**config.mk**
```make
export PLATFORM = sky130hd
export DESIGN_NAME = pulse_accum
export DESIGN_NICKNAME = d
export VERILOG_FILES = /design/src/rtl/pulse_accum_pkg.sv /design/src/rtl/pa_sync_edge.sv /design/src/rtl/pa_prescaler.sv /design/src/rtl/pa_counter.sv /design/src/rtl/pulse_accum.sv
export SDC_FILE = /design/constraint.sdc
export NUM_CORES = 1
export LEC_CHECK = 0
export BUFFER_PORTS_ARGS = -buffer_cell sky130_fd_sc_hd__clkbuf_2
export CAP_MARGIN = 0
export CORE_UTILIZATION = 47
export CTS_BUF_LIST = sky130_fd_sc_hd__clkbuf_4
export DETAILED_ROUTE_END_ITERATION = 12
export GPL_ROUTABILITY_DRIVEN = 0
export GPL_TIMING_DRIVEN = 0
export PLACE_DENSITY = 0.87
export SLEW_MARGIN = 20
export SYNTH_ARGS = -nofsm -noshare
export SYNTH_HDL_FRONTEND = slang
export SYNTH_SLANG_ARGS = --single-unit
```
**constraint.sdc**
```tcl
create_clock -name clk -period 1.6 [get_ports clk]
set_clock_uncertainty 0.05 [all_clocks]
set_input_delay 0 -clock clk [delete_from_list [all_inputs] [get_ports clk]]
set_output_delay 0 -clock clk [all_outputs]
set_load 0.01 [all_outputs]
```
**src/rtl/pulse_accum_pkg.sv**
```systemverilog
package pulse_accum_pkg;

  typedef enum logic {
    PA_EVENT = 1'b0,
    PA_GATED = 1'b1
  } pa_mode_e;

  localparam int CLR_OVF  = 0;
  localparam int CLR_EDGE = 1;

  typedef struct packed {
    logic level;
    logic rise;
    logic fall;
  } pa_pin_t;

endpackage

```
**src/rtl/pa_sync_edge.sv**
```systemverilog
module pa_sync_edge
  import pulse_accum_pkg::*;
#(
  parameter int SYNC_STAGES = 2
) (
  input  logic    clk,
  input  logic    rst_n,
  input  logic    pin_i,
  output pa_pin_t pin_o
);

  logic [SYNC_STAGES-1:0] sync_q, sync_d;
  logic                   prev_q, prev_d;

  for (genvar g = 0; g < SYNC_STAGES; g++) begin : g_chain
    if (g == 0) begin : g_first
      assign sync_d[g] = pin_i;
    end else begin : g_rest
      assign sync_d[g] = sync_q[g-1];
    end
  end

  always_comb begin
    prev_d = sync_q[SYNC_STAGES-1];
  end

  always_ff @(posedge clk or negedge rst_n) begin
    if (!rst_n) begin
      sync_q <= '0;
      prev_q <= 1'b0;
    end else begin
      sync_q <= sync_d;
      prev_q <= prev_d;
    end
  end

  always_comb begin
    pin_o.level = sync_q[SYNC_STAGES-1];
    pin_o.rise  = sync_q[SYNC_STAGES-1] & ~prev_q;
    pin_o.fall  = ~sync_q[SYNC_STAGES-1] & prev_q;
  end

  AST_ONE_RISE_PER_EDGE: assert property (@(posedge clk) disable iff (!rst_n)
    pin_o.rise |=> !pin_o.rise);

endmodule

```
**src/rtl/pa_prescaler.sv**
```systemverilog
module pa_prescaler #(
  parameter int TICK_DIV = 64
) (
  input  logic clk,
  input  logic rst_n,
  output logic tick_o
);

  localparam int PW = (TICK_DIV > 1) ? $clog2(TICK_DIV) : 1;
  localparam logic [PW-1:0] LAST = PW'(TICK_DIV - 1);

  logic [PW-1:0] div_q, div_d;

  always_comb begin
    tick_o = (div_q == LAST);
    div_d  = tick_o ? '0 : div_q + 1'b1;
  end

  always_ff @(posedge clk or negedge rst_n) begin
    if (!rst_n) begin
      div_q <= '0;
    end else begin
      div_q <= div_d;
    end
  end

  if (TICK_DIV > 1) begin : g_tick_chk
    AST_TICK_SPACING: assert property (@(posedge clk) disable iff (!rst_n)
      tick_o |=> !tick_o);
  end

endmodule

```
**src/rtl/pa_counter.sv**
```systemverilog
module pa_counter
  import pulse_accum_pkg::*;
#(
  parameter int CNT_W = 8
) (
  input  logic             clk,
  input  logic             rst_n,
  input  logic             en_i,
  input  logic             mode_i,
  input  logic             pol_i,
  input  logic             tick_i,
  input  pa_pin_t          pin_i,
  input  logic             wr_i,
  input  logic [CNT_W-1:0] wdata_i,
  output logic [CNT_W-1:0] cnt_o,
  output logic             wrap_o,
  output logic             edge_o
);

  pa_mode_e         mode;
  logic             ev_edge, gate_end, active, inc;
  logic [CNT_W-1:0] cnt_q, cnt_d;

  always_comb begin
    mode     = pa_mode_e'(mode_i);
    ev_edge  = pol_i ? pin_i.fall : pin_i.rise;
    gate_end = pol_i ? pin_i.rise : pin_i.fall;
    active   = pin_i.level ^ pol_i;
    inc      = 1'b0;
    edge_o   = 1'b0;
    if (en_i) begin
      if (mode == PA_GATED) begin
        inc    = tick_i & active;
        edge_o = gate_end;
      end else begin
        inc    = ev_edge;
        edge_o = ev_edge;
      end
    end
    wrap_o = inc & ~wr_i & (cnt_q == '1);
    if (wr_i) begin
      cnt_d = wdata_i;
    end else if (inc) begin
      cnt_d = cnt_q + 1'b1;
    end else begin
      cnt_d = cnt_q;
    end
  end

  always_ff @(posedge clk or negedge rst_n) begin
    if (!rst_n) begin
      cnt_q <= '0;
    end else begin
      cnt_q <= cnt_d;
    end
  end

  assign cnt_o = cnt_q;

  AST_WRITE_WINS: assert property (@(posedge clk) disable iff (!rst_n)
    wr_i |=> (cnt_q == $past(wdata_i)));
  AST_STEP_BY_ONE: assert property (@(posedge clk) disable iff (!rst_n)
    !wr_i |=> (cnt_q == $past(cnt_q) || cnt_q == $past(cnt_q) + 1'b1));
  AST_WRAP_TO_ZERO: assert property (@(posedge clk) disable iff (!rst_n)
    wrap_o |=> (cnt_q == '0));
  AST_HOLD_DISABLED: assert property (@(posedge clk) disable iff (!rst_n)
    (!en_i && !wr_i) |=> $stable(cnt_q));

endmodule

```
**src/rtl/pulse_accum.sv**
```systemverilog
module pulse_accum
  import pulse_accum_pkg::*;
#(
  parameter int CNT_W       = 8,
  parameter int TICK_DIV    = 64,
  parameter int SYNC_STAGES = 2
) (
  input  logic             clk,
  input  logic             rst_n,
  input  logic             pin_i,
  input  logic             enable_i,
  input  logic             mode_i,
  input  logic             pol_i,
  input  logic             cnt_wr_i,
  input  logic [CNT_W-1:0] cnt_wdata_i,
  input  logic [1:0]       flag_clr_i,
  input  logic             ovf_ie_i,
  input  logic             edge_ie_i,
  output logic [CNT_W-1:0] cnt_o,
  output logic             ovf_flag_o,
  output logic             edge_flag_o,
  output logic             irq_o
);

  pa_pin_t pin_s;
  logic    tick, wrap, edge_hit;
  logic    ovf_q, ovf_d, edge_q, edge_d;

  pa_sync_edge #(.SYNC_STAGES(SYNC_STAGES)) u_sync (
    .clk   (clk),
    .rst_n (rst_n),
    .pin_i (pin_i),
    .pin_o (pin_s)
  );

  pa_prescaler #(.TICK_DIV(TICK_DIV)) u_div (
    .clk    (clk),
    .rst_n  (rst_n),
    .tick_o (tick)
  );

  pa_counter #(.CNT_W(CNT_W)) u_cnt (
    .clk     (clk),
    .rst_n   (rst_n),
    .en_i    (enable_i),
    .mode_i  (mode_i),
    .pol_i   (pol_i),
    .tick_i  (tick),
    .pin_i   (pin_s),
    .wr_i    (cnt_wr_i),
    .wdata_i (cnt_wdata_i),
    .cnt_o   (cnt_o),
    .wrap_o  (wrap),
    .edge_o  (edge_hit)
  );

  always_comb begin
    ovf_d  = wrap     | (ovf_q  & ~flag_clr_i[CLR_OVF]);
    edge_d = edge_hit | (edge_q & ~flag_clr_i[CLR_EDGE]);
  end

  always_ff @(posedge clk or negedge rst_n) begin
    if (!rst_n) begin
      ovf_q  <= 1'b0;
      edge_q <= 1'b0;
    end else begin
      ovf_q  <= ovf_d;
      edge_q <= edge_d;
    end
  end

  assign ovf_flag_o  = ovf_q;
  assign edge_flag_o = edge_q;
  assign irq_o       = (ovf_q & ovf_ie_i) | (edge_q & edge_ie_i);

  AST_OVF_STICKY: assert property (@(posedge clk) disable iff (!rst_n)
    (ovf_q && !flag_clr_i[CLR_OVF]) |=> ovf_q);
  AST_EDGE_STICKY: assert property (@(posedge clk) disable iff (!rst_n)
    (edge_q && !flag_clr_i[CLR_EDGE]) |=> edge_q);
  AST_NO_EDGE_WHEN_OFF: assert property (@(posedge clk) disable iff (!rst_n)
    (!enable_i && !edge_q) |=> !edge_q);
  AST_NO_OVF_WHEN_OFF: assert property (@(posedge clk) disable iff (!rst_n)
    (!enable_i && !ovf_q) |=> !ovf_q);

endmodule

```
Word-level counts from Yosys, hierarchy flattened
Index checks and enable logic that the tools add are counted.
{"block": "word_totals", "regBits": 19, "input_bits": 19, "output_inout_bits": 11, "word_cells": 38}
{"block": "op_classes", "addsub": 2, "n_eq_ne": 2, "n_mux": 9, "bitwise": 18, "n_reduce_logical": 1}
{"operator": "8-bit 2-to-1 mux", "count": 2}
{"operator": "1-bit bitwise AND", "count": 9}
{"operator": "8-bit by 1-bit adder with 8-bit output, second input constant", "count": 1}
{"operator": "8-bit == test, second input constant", "count": 1}
{"operator": "6-bit by 1-bit adder with 6-bit output, second input constant", "count": 1}
{"operator": "6-bit == test, second input constant", "count": 1}
{"operator": "1-bit 2-to-1 mux", "count": 6}
{"operator": "6-bit 2-to-1 mux", "count": 1}
{"operator": "1-bit NOT", "count": 5}
{"operator": "1-bit OR", "count": 3}
{"operator": "2-bit nonzero test", "count": 1}
{"operator": "1-bit XOR", "count": 1}

Logic depth before layout (Yosys ltp)
Gate-level depths: netlist of the first run.
{"block": "depth", "depth_word": 8, "ltp_mapped": 5, "ltp_nobuf": 5}

Hierarchy
A second synthesis of the first run with hierarchy kept.
{"block": "unflattened", "cells_unflattened": 101, "area_unflattened_um2": 1018.5}
{"module": "pa_counter", "n_inst": 1, "cells_per_inst": 68, "area_each_um2": 596.8, "seq_area_each_um2": 200.2}
{"module": "pa_prescaler", "n_inst": 1, "cells_per_inst": 20, "area_each_um2": 242.7, "seq_area_each_um2": 150.1}
{"module": "pa_sync_edge", "n_inst": 1, "cells_per_inst": 6, "area_each_um2": 97.6, "seq_area_each_um2": 75.1}
{"module": "pulse_accum", "n_inst": 1, "cells_per_inst": 7, "area_each_um2": 81.3, "seq_area_each_um2": 50.0}

Worst setup path after synthesis of the first run
Ideal clock, no wire load.
{"block": "synth_timing", "path_type": "register -> register", "startpoint": "register u_div.div_q[0]", "endpoint": "register u_cnt.cnt_q[4], in the netlist u_cnt.cnt_o[4]", "setup_time_ns": 0.082, "t_arrival_ns": 1.563, "t_required_ns": 1.468, "path_slack_ns": -0.095, "path_stages_with_launch": 6, "path_buffers": 0, "synth_period_minus_slack_ns": 1.695, "path_cell_list": "dfrtp_1 ha_1 nand2_1 o21a_2 or4_1 a31oi_1"}
{"block": "synth_between", "elab_chain_cells": 5}
{"element": "start: declaration", "line": "pa_prescaler.sv:12", "text": "logic [PW-1:0] div_q, div_d;"}
{"element": "start signal: assignment", "line": "pa_prescaler.sv:23", "text": "div_q <= div_d;"}
{"element": "6-bit == test", "line": "pa_prescaler.sv:15", "text": "tick_o = (div_q == LAST);"}
{"element": "1-bit bitwise AND", "line": "pa_counter.sv:33", "text": "inc = tick_i & active;"}
{"element": "1-bit 2-to-1 mux", "line": "pa_counter.sv:32", "text": "if (mode == PA_GATED) begin"}
{"element": "1-bit 2-to-1 mux", "line": "pa_counter.sv:31", "text": "if (en_i) begin"}
{"element": "2-bit nonzero test (no source line)"}
{"element": "end signal: assignment", "line": "pa_counter.sv:54", "text": "cnt_q <= cnt_d;"}
{"element": "end: declaration", "line": "pa_counter.sv:22", "text": "logic [CNT_W-1:0] cnt_q, cnt_d;"}
No other way between the ends.
A chain may end at the register's enable or synchronous reset.

Worst setup path after layout of the first run
{"block": "layout_timing", "startpoint": "register u_cnt.cnt_q[0], in the netlist u_cnt.cnt_o[0]", "endpoint": "register u_cnt.cnt_q[4], in the netlist u_cnt.cnt_o[4]"}
{"block": "layout_between", "elab_chain_cells": 3}
{"element": "8-bit by 1-bit adder with 8-bit output", "line": "pa_counter.sv:44", "text": "cnt_d = cnt_q + 1'b1;"}
{"element": "8-bit 2-to-1 mux", "line": "pa_counter.sv:43", "text": "end else if (inc) begin"}
{"element": "8-bit 2-to-1 mux", "line": "pa_counter.sv:41", "text": "if (wr_i) begin"}
No other way between the ends. The select of a mux whose other input is x is not followed.

==> run metrics, run 1 <==
fmax 617.4 MHz; max_slew headroom 0.6764; H-tree Lvls 1; maximum number of pins on one net before global-route repair 20; initial drt markers 53; run status complete, but fails checks; Critical Path RT 1.80 ns; Worst-Skew Late Latency 0.31 ns; Hold Crit Start enable_i; die footprint 0.002374 mm^2; pwr/cell area 720.9 mW/mm^2; remaining global-route overflow 0; Core Util, Final 0.7756; area leader, netlist dfrtp_1; CP max FO 5; Die Wd 48.72 um; post-route design area 0.001553 mm^2; Routed Antenna Nets 0; critical path class flip-flop to flip-flop; TritonCTS clock tree done; diode count 0; final setup fails 1; Residual DRC 0; Worst EP arrival 1.82 ns; Sw Ratio 0.3158; Worst R2R Start u_cnt.cnt_o[0]$_DFFE_PN0P_; vias in the first global route 1,068; main flop type after synthesis dfrtp_1; CTS clock-pin slew for the worst setup and hold paths 0.11 ns; switching power total 0.3534 mW; site row count 16; Worst Reg-to-Reg Cells 4; clock root buffer clkbuf_4; dpl hpwl 1681 um; CTS buffer count 3; initial core utilization 0.5125; Final Non-Filler Cells 195; maximum VDD drop 0.0005476 V; I/O Buffers 28; 1st-pass router iterations 4; Die H 48.72 um; clock buffer depth 2; initial antenna violation count 0; post-DR vias/cell 5.831; MaxCap Viol Count 0; top cells by area, synth dfrtp_1, nand4_1, nor2_1; layout cell share with drive strength beyond 1 0.3571; Mapped Cells 110; post-route worst setup slack -0.01977 ns; io pins 30; Slew Limit Fails 0; Post-Syn Nets 131; violated checks setup timing; average cell area after synthesis 9.327 um^2; Synth Cell Area 0.001026 mm^2; Clock power frac 0.243; Final period util 1.012; R2R Path End u_cnt.cnt_o[4]$_DFFE_PN0P_; warnings from Yosys 0; Worst-Margin Slew 0.4853 ns; Syn-to-layout area delta 51.34%; hold slack 0.06712 ns; number of synthesized register bits 19; register area share after synthesis 0.4634; Slowest-stage cell, CP or4_4; Fin. Hold Viols 0; worst hold path endpoint u_cnt.cnt_o[3]$_DFFE_PN0P_; CTS Sinks 19; Comb power frac 0.263; first-pass GRT wire length 4650 um; Core Area 0.002002 mm^2; count of different cell masters after synthesis 34; Final TNS setup -0.01977 ns; reg-to-reg setup timing slack -0.02 ns; top cell type's share of synthesized area 0.4634; dpl cells 165; Tmin final 1.620 ns; Worst Setup SP u_cnt.cnt_o[0]$_DFFE_PN0P_; Setup crit start kind flip-flop; RSZ-0062 raised after global routing true; Layout Nets 190; Post-synth top cells dfrtp_1, nor2_1, nand2_1, nand4_1, nand3_1; P_leak 0.6722 nW; max incr delay on CP 0.57 ns; Int Pwr 0.7659 mW; Area after DPL 0.001226 mm^2; DR WL/cell 15.73 um; Post-synth EDFFs 0; Routed WL 3068 um; Reg power frac 0.494; most common cell in the netlist dfrtp_1; Crit. End Element flip-flop; Post-synth ARST share 1.000; hold path cells 3; min-delay worst type input port to flip-flop; worst path cell trace ha_4, nand4_1, or4_4, a31oi_4; GRT Util Overall 0.2577; vias 1,137
worst max-delay path by stage:
| stage | endpoint | slack (ns) | depth (start not counted) |
|---|---|---|---|
| after floorplan | u_cnt.cnt_o[4]$_DFFE_PN0P_ | 0.002 | 5 |
| after global placement | u_cnt.cnt_o[6]$_DFFE_PN0P_ | -0.15 | 5 |
| after detailed placement | u_cnt.cnt_o[6]$_DFFE_PN0P_ | -0.20 | 5 |
| after CTS | u_cnt.cnt_o[0]$_DFFE_PN0P_ | 0.01 | 5 |
| after global routing | u_cnt.cnt_o[4]$_DFFE_PN0P_ | -0.06 | 6 |
| final | u_cnt.cnt_o[4]$_DFFE_PN0P_ | -0.02 | 4 |
power groups by stage:
stage / Combinational [mW] / Sequential [mW] / Clock (mW)
final: 0.294 / 0.553 / 0.272
after global placement: 0.202 / 0.556 / 0
after detailed placement: 0.208 / 0.560 / 0
after global routing: 0.321 / 0.558 / 0.304
after floorplan: 0.112 / 0.563 / 0
after CTS: 0.261 / 0.544 / 0.278
layout make-up:
| class | count | area, um^2 |
|---|---|---|
| Buffer | 2 | 7.507 |
| Sequential cell | 19 | 475.5 |
| Multi-Input combinational cell | 84 | 621.8 |
| Timing Repair Buffer | 54 | 365.4 |
| Inverter | 5 | 18.77 |
| Tap cell | 27 | 33.78 |
| Clock buffer | 4 | 30.03 |
| Fill cell | 124 | 449.2 |
routing by layer:
layer,share of wire,global-route usage,vias up
met2,0.48,0.4352,63
met3,0.064,0.04088,10
met4,0.030,0.1324,0
met5,0,0,-
li1,-,-,527
met1,0.42,0.3163,537
flip-flops by register name, indices dropped and copies added, names as in the netlist:
register	cells
u_div.div_q	6
u_cnt.cnt_o	8
u_sync.sync_q	2
u_sync.prev_q	1
edge_flag_o	1
ovf_flag_o	1
repair_timing:
item,in CTS,in global routing
resized for setup,4,9
pin swaps,5,5
hold buffers,12,0
endpoints found under the hold margin,30,0
cloned,0,0
endpoints found under the setup margin,7,4
buffers inserted,11,3
metrics by stage:
| step | power [mW] | worst slack (ns) |
|---|---|---|
| CTS | 1.083 | 0.01268 |
| floorplan | 0.6750 | 0.001520 |
| finish | 1.119 | -0.01977 |
| global placement | 0.7579 | -0.1480 |
| global route | 1.183 | -0.06360 |
| detailed placement | 0.7679 | -0.2033 |
worst max-delay path, delay by kind of cell, from the launching register on:
| family | cells | cell delay, ns |
|---|---|---|
| AOI/OAI and AO/OA | 1 | 0.16 |
| adders and majority gates | 1 | 0.18 |
| DFF | 1 | 0.42 |
| and+or+nand+nor | 2 | 0.74 |
cell families after synthesis:
group / Yosys count / share of synthesized area
xor+xnor: 4 / 0.03415
compound gates: 26 / 0.1768
simple gates: 52 / 0.2756
fa+ha+maj: 2 / 0.02439
flops: 19 / 0.4634
buf+inv: 7 / 0.02561
cell usage in the layout, fill, tap and decap left out, types with 2 or more instances in the layout:
| cell | count |
|---|---|
| nand2_1 | 7 |
| o21ai_0 | 4 |
| nor3_1 | 2 |
| clkbuf_1 | 2 |
| ha_4 | 2 |
| nor3b_1 | 2 |
| clkbuf_2 | 28 |
| clkbuf_4 | 4 |
| nor2b_1 | 5 |
| dlygate4sd3_1 | 12 |
| o31ai_1 | 3 |
| xor2_1 | 2 |
| nand3_1 | 7 |
| nand4_1 | 8 |
| a31oi_1 | 3 |
| dfrtp_1 | 19 |
| nor2_1 | 10 |
| buf_4 | 14 |
| xnor2_1 | 2 |
| inv_1 | 5 |
| nand2b_1 | 2 |
(Power assumes the default switching activity.)
==> inputs of run 2 (changes only) <==
--- a/config.mk
+++ b/config.mk
@@ -12,5 +12,4 @@
 export DETAILED_ROUTE_END_ITERATION = 12
 export GPL_ROUTABILITY_DRIVEN = 0
-export GPL_TIMING_DRIVEN = 0
 export PLACE_DENSITY = 0.87
 export SLEW_MARGIN = 20
--- a/constraint.sdc
+++ b/constraint.sdc
@@ -3,3 +3,3 @@
 set_input_delay 0 -clock clk [delete_from_list [all_inputs] [get_ports clk]]
 set_output_delay 0 -clock clk [all_outputs]
-set_load 0.01 [all_outputs]
+set_load 0.1 [all_outputs]
==> run metrics, run 2 (same netlist as run 1, synthesis figures left out) <==
run status finished, final reports clean; Final Non-Filler Cells 191; Worst Reg-to-Reg Cells 5; CP max FO 4; I/O Buffers 29; Routed WL 2548 um; vias in the first global route 994; initial drt markers 53; final setup fails 0; RSZ-0062 raised after global routing true; GRT Util Overall 0.2256; dpl cells 174; Area after DPL 0.001319 mm^2; Post-CTS Setup Inserts 0; maximum number of pins on one net before global-route repair 20; Worst-Skew Late Latency 0.30 ns; Critical Path RT 1.78 ns; Layout Nets 186; Core Area 0.002002 mm^2; TritonCTS clock tree done; fill count 141; H-tree Lvls 1; fmax 636.1 MHz; 1st-pass router iterations 4; Slew Limit Fails 0; Setup crit start kind flip-flop; commonest non-fill, non-tap cells in the layout clkbuf_2, dlygate4sd3_1, nor2_1, dfrtp_1, buf_4; Fin. Hold Viols 0; Hold Crit Start cnt_wr_i; pwr/cell area 840.9 mW/mm^2; max layer used met4; site row count 16; Crit. End Element flip-flop; vias 1,082; Die Wd 48.72 um; area of the multi-input gates 570.5 um^2; Die H 48.72 um; DR WL/cell 13.34 um; WL met3 141 um; io pins 30; R2R Path End u_cnt.cnt_o[4]$_DFFE_PN0P_; Worst Setup SP u_div.div_q[0]$_DFF_PN0_; Final period util 0.9825; post-route design area 0.001495 mm^2; Storage cell area 494.2 um^2; dpl hpwl 1779 um; CTS Sinks 19; post-route worst setup slack 0.02803 ns; Syn-to-layout area delta 45.73%; clock buffer depth 2; max reg flops 8; most common cell after layout, fill and taps aside clkbuf_2; P_leak 0.6399 nW; layout cell share with drive strength beyond 1 0.3659; CTS clock-pin slew for the worst setup and hold paths 0.11 ns; first-pass GRT wire length 4188 um; min-delay worst type input port to flip-flop; Worst R2R Start u_div.div_q[0]$_DFF_PN0_; post-DR vias/cell 5.665; Worst Setup EP u_cnt.cnt_o[4]$_DFFE_PN0P_; met2 wire length 1262 um; initial core utilization 0.5125; initial antenna violation count 0; DP Worst Slack -0.003500 ns; MaxCap Viol Count 0; Tmin final 1.572 ns; Worst-Margin Slew 0.5529 ns; max_slew headroom 0.6330; clock root buffer clkbuf_4; reg-to-reg setup timing slack 0.03 ns; CTS buffer count 3; Routed Antenna Nets 0; die footprint 0.002374 mm^2; hold slack 0.07698 ns; Worst EP arrival 1.75 ns; maximum VDD drop 0.0006152 V; Residual DRC 0; Power Total 1.257 mW; diode count 0; remaining global-route overflow 0; wl on met1 1108 um; critical path class flip-flop to flip-flop
==> run 2: power by group <==
| group | internal, mW | leakage [nW] | switching, mW |
|---|---|---|---|
| Sequential | 0.519 | 0.215 | 0.0452 |
| Combinational | 0.127 | 0.407 | 0.325 |
| Clock | 0.0930 | 0.0177 | 0.148 |
| Total | 0.739 | 0.640 | 0.518 |
==> run 2: layout make-up <==
cell class,instances,share of cell area
repair buffers,52,0.2343
well taps,27,0.02259
clock buffers,3,0.01506
clock inverters,1,0.003347
inverters,5,0.01255
multi-input cells,84,0.3816
flip-flops and latches,19,0.3305
==> run 2: layer usage <==
metal,GRT usage,vias up
li1,-,526
met3,0.01887,4
met5,0,-
met2,0.3958,45
met1,0.2771,507
met4,0.1078,0
==> run 2: through the flow <==
step / setup TNS (ns) / util
6_report: 0 / 0.7469
5_1_grt: -0.07779 / 0.7469
4_1_cts: 0 / 0.7375
3_5_place_dp: -0.003500 / 0.6588
3_3_place_gp: 0 / 0.6588
2_1_floorplan: -0.05992 / -
==> run 2: worst min path at each step <==
| stage | to | slack, ns | cells past startpoint |
|---|---|---|---|
| floorplan | edge_flag_o$_DFF_PN0_ | -0.35 | 0 |
| finish | u_cnt.cnt_o[5]$_DFFE_PN0P_ | 0.08 | 3 |
| CTS | u_cnt.cnt_o[5]$_DFFE_PN0P_ | 0.05 | 3 |
| global placement | u_cnt.cnt_o[1]$_DFFE_PN0P_ | -0.08 | 1 |
| global route | u_cnt.cnt_o[5]$_DFFE_PN0P_ | 0.08 | 3 |
| detailed placement | ovf_flag_o$_DFF_PN0_ | -0.07 | 1 |
==> run 2: repair_timing <==
action                                 in CTS  in global routing
setup endpoints to repair                   1                  4
endpoints found under the hold margin      30                  0
gates resized for setup                     0                  4
pin swaps                                   3                  0
hold buffers                               13                  0
==> run 2: critical path: stages (launching register included) <==
cell and delay [ns]:
dfrtp_1 0.41, ha_4 0.15, nand2_2 0.06, o21a_4 0.20, or4_4 0.50, a31oi_1 0.13
